===== src/rtl/irq_router.sv =====
module irq_router #(
  parameter int NLINES = 64,
  parameter int NCPU   = 4,
  parameter int AW     = 12
) (
  input  logic              clk,
  input  logic              rst_n,
  input  logic [NLINES-1:0] dev_set,
  input  logic [NLINES-1:0] dev_clr,
  input  logic              req_valid,
  input  logic              req_write,
  input  logic [AW-1:0]     req_addr,
  input  logic [1:0]        req_size,
  input  logic [NLINES-1:0] req_wdata,
  output logic              rsp_valid,
  output logic              rsp_err,
  output logic [NLINES-1:0] rsp_rdata,
  output logic [NCPU-1:0]   cpu_irq
);
  localparam int IW = AW - 6;
  localparam logic [IW-1:0] ROUTED_LO = IW'(NCPU);
  localparam logic [IW-1:0] RAW_IDX   = IW'(2 * NCPU);

  logic [NLINES-1:0]            raw;
  logic [NCPU-1:0][NLINES-1:0]  mask;
  logic [NCPU-1:0][NLINES-1:0]  routed;
  logic [NCPU-1:0]              any_routed;

  wire [IW-1:0] idx       = req_addr[AW-1:6];
  wire          full      = (req_size == 2'd3);
  wire          is_mask   = idx < ROUTED_LO;
  wire          is_routed = (idx >= ROUTED_LO) && (idx < RAW_IDX);
  wire          is_raw    = (idx == RAW_IDX);
  wire          bad       = !full || (req_write ? !is_mask : !(is_mask || is_routed || is_raw));
  wire          wr_ok     = req_valid && req_write && !bad;

  logic [NLINES-1:0] rd_word;

  always_comb begin
    rd_word = '0;
    for (int c = 0; c < NCPU; c++) begin
      if (idx == IW'(c))        rd_word = mask[c];
      if (idx == IW'(NCPU + c)) rd_word = routed[c];
    end
    if (is_raw) rd_word = raw;
  end

  for (genvar c = 0; c < NCPU; c++) begin : g_cpu
    assign routed[c]     = mask[c] & raw;
    assign any_routed[c] = |routed[c];

    always_ff @(posedge clk) begin
      if (!rst_n)
        mask[c] <= '0;
      else if (wr_ok && idx == IW'(c))
        mask[c] <= req_wdata;
    end
  end

  always_ff @(posedge clk) begin
    if (!rst_n) begin
      raw       <= '0;
      cpu_irq   <= '0;
      rsp_valid <= 1'b0;
      rsp_err   <= 1'b0;
      rsp_rdata <= '0;
    end else begin
      raw       <= (raw | dev_set) & ~dev_clr;
      cpu_irq   <= any_routed;
      rsp_valid <= req_valid;
      rsp_err   <= req_valid && bad;
      rsp_rdata <= (req_valid && !req_write && !bad) ? rd_word : '0;
    end
  end
endmodule


===== config.mk =====
export PLATFORM = sky130hd
export DESIGN_NAME = irq_router
export DESIGN_NICKNAME = d
export VERILOG_FILES = /design/src/rtl/irq_router.sv
export SDC_FILE = /design/constraint.sdc
export NUM_CORES = 1
export LEC_CHECK = 0
export BUFFER_PORTS_ARGS = -buffer_cell sky130_fd_sc_hd__buf_4
export CORE_MARGIN = 4
export CORE_UTILIZATION = 45
export DETAILED_ROUTE_END_ITERATION = 10
export PLACE_DENSITY = 0.72
export REMOVE_ABC_BUFFERS = 1
export SLEW_MARGIN = 25
export SYNTH_ARGS = -nofsm -noshare
export SYNTH_HDL_FRONTEND = slang
export SYNTH_SLANG_ARGS = --single-unit

===== constraint.sdc =====
create_clock -name clk -period 2.4 [get_ports clk]
set_input_delay 0.48 -clock clk [delete_from_list [all_inputs] [get_ports clk]]
set_output_delay 0.48 -clock clk [all_outputs]
set_load 0.005 [all_outputs]

---- Word level (Yosys, flattened, before mapping) ----
Index checks and enable logic that the tools add are counted.
word-level totals
  latch bits .............................. 0
  flip-flop bits (word level) ............. 390
  bits in read-only memories .............. 0
  RAM bits ................................ 0
  word-level logic and storage cells ...... 62
  memories ................................ 0
operators by class
  order comparisons ....................... 3
  reductions and logical operators ........ 24
  bitwise logic cells ..................... 7
  multiplexer cells ....................... 10
  eq/ne operators ......................... 9
  $mul .................................... 0
  add/subtract/negate cells ............... 0
  shift operators ......................... 0
  divide/modulo/power cells ............... 0
operators with widths
  cell                  count
  $mux W64              9
  $and A64 B64 Y64      5
  $reduce_or A64 Y1     4
  $not A64 Y64          1
  $or A64 B64 Y64       1
  $eq A6 B3 Y1 const B  4
  $eq A6 B2 Y1 const B  2
  $logic_and A1 B1 Y1   10
  $eq A6 B1 Y1 const B  1
  $eq A6 B4 Y1 const B  1
  $ge A6 B3 Y1 const B  1
  $logic_not A6 Y1      1
  $lt A6 B3 Y1 const B  1
  $lt A6 B4 Y1 const B  1
  $logic_not A1 Y1      5
  $logic_or A1 B1 Y1    3
  $eq A2 B2 Y1 const B  1
  $reduce_and A2 Y1     1
  $mux W1               1

---- Depth between registers and ports, before layout ----
  depth after elaboration ................. 10
  mapped depth ............................ 9
  depth with buffers taken out ............ 6

---- Worst setup path before layout ----
OpenSTA, ideal clock, no wires.
  path type ............................... in2reg
  start ................................... in req_addr[11]
  end ..................................... reg rsp_rdata[18]
  data required time ...................... 2.276 ns
  path buffers ............................ 3
  data arrival time ....................... 2.117 ns
  setup slack ............................. 0.159 ns
  cell stages on the path ................. 8
  cell sequence ........................... buf_2 or4b_1 buf_2 nor3_4 buf_2 a21oi_1 a222oi_1 nor2_1
on the way
  cells in the longest elaborated chain, start to end .. 10
  elaborated cells between the ends (all ways) .. 31
ends and longest elaborated chain
  what                                                    RTL line  text
  from (decl)                                             12        input logic [AW-1:0] req_addr,
  $logic_not A6 Y1, or another cell as far along          42        if (idx == IW'(c)) rd_word = mask[c];
  $mux W64 / $logic_and A1 B1 Y1 (equally long branches)  42, 32
  $mux W64 / $logic_or A1 B1 Y1 (equally long branches)   43, 34
  $mux W64 / $logic_or A1 B1 Y1 (equally long branches)   42, 34
  $mux W64 / $logic_not A1 Y1 (equally long branches)     43, 34
  $mux W64 / $mux W1 (equally long branches)              42, 34
  $mux W64 / $logic_or A1 B1 Y1 (equally long branches)   43, 34
  $mux W64 / $logic_not A1 Y1 (equally long branches)     42, 72
  $mux W64 / $logic_and A1 B1 Y1 (equally long branches)  43, 72
  $mux W64 / $reduce_and A2 Y1 (equally long branches)    n/a
  to (signal assigned)                                    72        rsp_rdata <= (req_valid && !req_write && !bad) ? rd_word : '0;
  to (decl)                                               17        output logic [NLINES-1:0] rsp_rdata,
Several ways; a longest one is shown, not always the timed one.
A chain may end at the register's enable or synchronous reset.

---- Final worst setup path ----
  start ................................... reg raw[45]
  end ..................................... reg cpu_irq[3]
on the way
  cells in the longest elaborated chain, start to end .. 2
ends and longest elaborated chain
  what                    RTL line  text
  from (decl)             24        logic [NLINES-1:0] raw;
  from (signal assigned)  68        raw <= (raw | dev_set) & ~dev_clr;
  $and A64 B64 Y64        49        assign routed[c] = mask[c] & raw;
  $reduce_or A64 Y1       50        assign any_routed[c] = |routed[c];
  to (signal assigned)    69        cpu_irq <= any_routed;
  to (decl)               18        output logic [NCPU-1:0] cpu_irq
No other way between the ends.

==> results.py <==
metrics = {
    "route": {
        "met2WireLength_mm": 37.58,
        "wl_met1_mm": 34.18,
        "wl_met3_mm": 10.98,
        "drtIter0Drc": 3059,
        "num_vias": 20552,
        "wirelength_mm": 88.36,
        "ant_nets": 0,
        "drcViolationCount": 0,
        "viasPerCell": 6.383,
        "first_pass_iters": 6,
        "routed.top_layer": "met5",
        "drt-wirelength-per-cell_um": 27.44,
    },
    "job": {
        "cap_violations": 0,
    },
    "cts": {
        "clkLatencyLatePin_ns": 0.59,
        "cts_root_buf": "clkbuf_16",
        "cts_buffers": 44,
        "cts_buffer_depth": 3,
        "cts_resized": 0,
        "hold_buffers": 0,
        "post_cts_buffers": 0,
        "htree_levels": 2,
        "cts_num_sinks": 390,
        "cts_tree": "built",
        "clkSlewWorstSetupHoldPaths_ns": 0.06,
    },
    "placement": {
        "hpwl_mm": 62.56,
        "port_buffers": 273,
        "dp.cells": 3142,
        "gp_congestion": 1.038,
    },
    "worst_setup_path": {
        "crit_buf_inv": 1,
        "cp_cell_sequence": "a22o_1 > a221oi_1 > buf_4 > nand3_1 > or4_1 > o31a_1",
        "slowest_stage": "or4_1",
        "start_kind": "flop",
        "critical_path.top_delay_family": "compound AO/OA/AOI/OAI gates",
        "crit_fanout": 2,
        "critical_path_class": "reg2reg",
        "worst_ep_required_time_ns": 2.84,
        "critical_path_arrival_ns": 2.76,
        "crit_path_end_kind": "flop",
        "max_stage_delay_ns": 0.61,
    },
    "finish": {
        "area_growth_pct": 27.23,
        "antenna_cells": 0,
        "fin_nets": 2866,
        "final_core_utilization": 0.5821,
        "drive_above_1_share": 0.2132,
        "layout.cells.non_filler": 3220,
        "num-fill-cells": 3676,
    },
    "logic_synthesis": {
        "synth_seq_cells": 390,
        "synthTopCellsByArea": "dfxtp_1, nand2_1, a21boi_0",
        "ys.flop_type": "dfxtp_1",
        "synthTopCellsByCount": "nand2_1, dfxtp_1, a21boi_0",
        "ys_seq_area_frac": 0.4161,
        "yosys_warnings": 0,
        "synth_edf_count": 0,
        "synth_area_mm2": 0.01877,
        "synthDistinctLibCells": 66,
        "async_reset_ff_frac": 0,
        "avgSynthCellArea_um2": 7.915,
        "synth_top_area_cell": "dfxtp_1",
        "syn_inst": 2371,
        "synth_top_area_share": 0.4161,
        "synth.most_common_cell": "nand2_1",
    },
    "timing": {
        "worstMarginPinSlew_ns": 0.8309,
        "setup_violations": 0,
        "slew_violations": 0,
        "min_period_over_period": 0.9690,
        "relSlewSlack": 0.4461,
        "grt_setup_unrepaired": "no",
        "min_period_ns": 2.326,
        "hold_violations": 0,
        "fin_worst_skew_ns": 0.01123,
        "setup_tns_ns": 0,
        "max_freq_ghz": 0.4300,
    },
    "grt": {
        "grt_pass1_wl_mm": 125.0,
        "antenna_found_initial": 1,
        "grtUsageTotal": 0.3720,
        "grt_pass1_vias": 18840,
        "overflow": 0,
        "grt_start_max_net_pins": 171,
    },
    "power": {
        "switching_share": 0.2407,
        "powerDensity_mw_per_mm2": 618.4,
        "p_leak_nw": 8.964,
        "pwr-share-comb": 0.073,
        "pwr-share-clk": 0.477,
        "ir_drop_v": 0.0004453,
        "power.switching_mw": 3.554,
        "p_int_mw": 11.21,
        "pwr-share-seq": 0.450,
    },
    "status": {
        "status": "complete, no violations",
    },
    "die": {
        "die_w_um": 212.2,
        "dieArea_mm2": 0.04503,
        "num_rows": 74,
        "start_util": 0.4575,
        "core_area_mm2": 0.04102,
        "die_h_um": 212.2,
        "io_pins": 280,
    },
    "worst_hold_path": {
        "worstHoldPathType": "in2reg",
    },
}
## sequential cells by signal, summed over array words and instances, names as in the netlist
register / cells
mask: 256
raw: 64
rsp_rdata: 64
cpu_irq: 4
rsp_err: 1
rsp_valid: 1
## placed cells by master (no fill, tap or decap), types with 6 or more instances in the layout
cell       Yosys  final
a211oi_1      18     18
a21boi_0     194    194
a21boi_1      67     67
a21oi_1       76     76
a221oi_1      43     43
a221oi_2      12     12
a22o_1        46     46
a22oi_1       49     49
a31oi_1       21     21
a32oi_1       19     19
buf_12         0     31
buf_4          2    431
clkbuf_1     160      6
clkbuf_16      0     46
clkbuf_8       0      9
clkinv_2       0     11
dfxtp_1      390    390
inv_1         14     12
nand2_1      707    704
nand2b_1      20     20
nand3_1       38     37
nand4_1       27     27
nor2_1       102    101
nor3_1        29     29
nor3b_1       64     64
o2111a_1      10     10
o2111ai_1     46     46
o211ai_1      20     20
o21ai_0       33     33
o22ai_1        8      8
## area by class of cell
class	count	area, um^2	area share
multi-input cells	1743	9986	0.4182
flip-flops and latches	390	7807	0.3270
repair buffers	463	3867	0.1620
clock buffers	61	1297	0.05434
well taps	532	665.6	0.02788
clock inverters	17	198.9	0.008332
inverters	14	52.55	0.002201
## power by group through the flow
stage | logic [mW] | registers (mW) | clock network [mW]
5_1_grt | 1.11 | 6.64 | 7.32
2_1_floorplan | 0.275 | 6.76 | 0
6_report | 1.07 | 6.65 | 7.04
3_3_place_gp | 1.03 | 6.78 | 0
4_1_cts | 1.04 | 6.64 | 7.08
3_5_place_dp | 1.04 | 6.78 | 0
## stage by stage
stage | total power, mW | hold slack [ns] | setup slack [ns] | cell area (um^2)
after floorplan | 7.031 | 0.4434 | -1.928 | 17810
after global placement | 7.808 | 0.4558 | -0.1391 | 22380
after detailed placement | 7.820 | 0.4613 | -0.1211 | 22380
after CTS | 14.76 | 0.02295 | 0.1235 | 23880
after global routing | 15.08 | 0.03459 | 0.004714 | 23880
final | 14.77 | 0.04107 | 0.07450 | 23880
## layer usage
layer	vias up	GRT usage
met1	9663	0.5077
li1	8994	-
met4	2	0.1853
met2	1573	0.5602
met5	-	0
met3	320	0.07806
## logic make-up (layout without fill, tap and decap cells)
logic type      Yosys count  in the layout  share of synthesized area
flops                   390            390                     0.4161
mux                       5              5                   0.002734
simple gates           1028           1028                     0.2396
buf+inv                 238            555                    0.05354
compound gates          710            710                     0.2881
## final timing paths
path | startpoint | endpoint | slack (ns) | depth (start not counted)
hold / removal | dev_clr[63] | raw[63] | 0.04 | 2
setup / recovery | raw[45] | cpu_irq[3] | 0.07 | 6
setup reg to reg | raw[45] | cpu_irq[3] | 0.07 | 6
hold reg to reg | mask[141] | mask[141] | 0.47 | 2
Power figures use the tool's default switching activity.
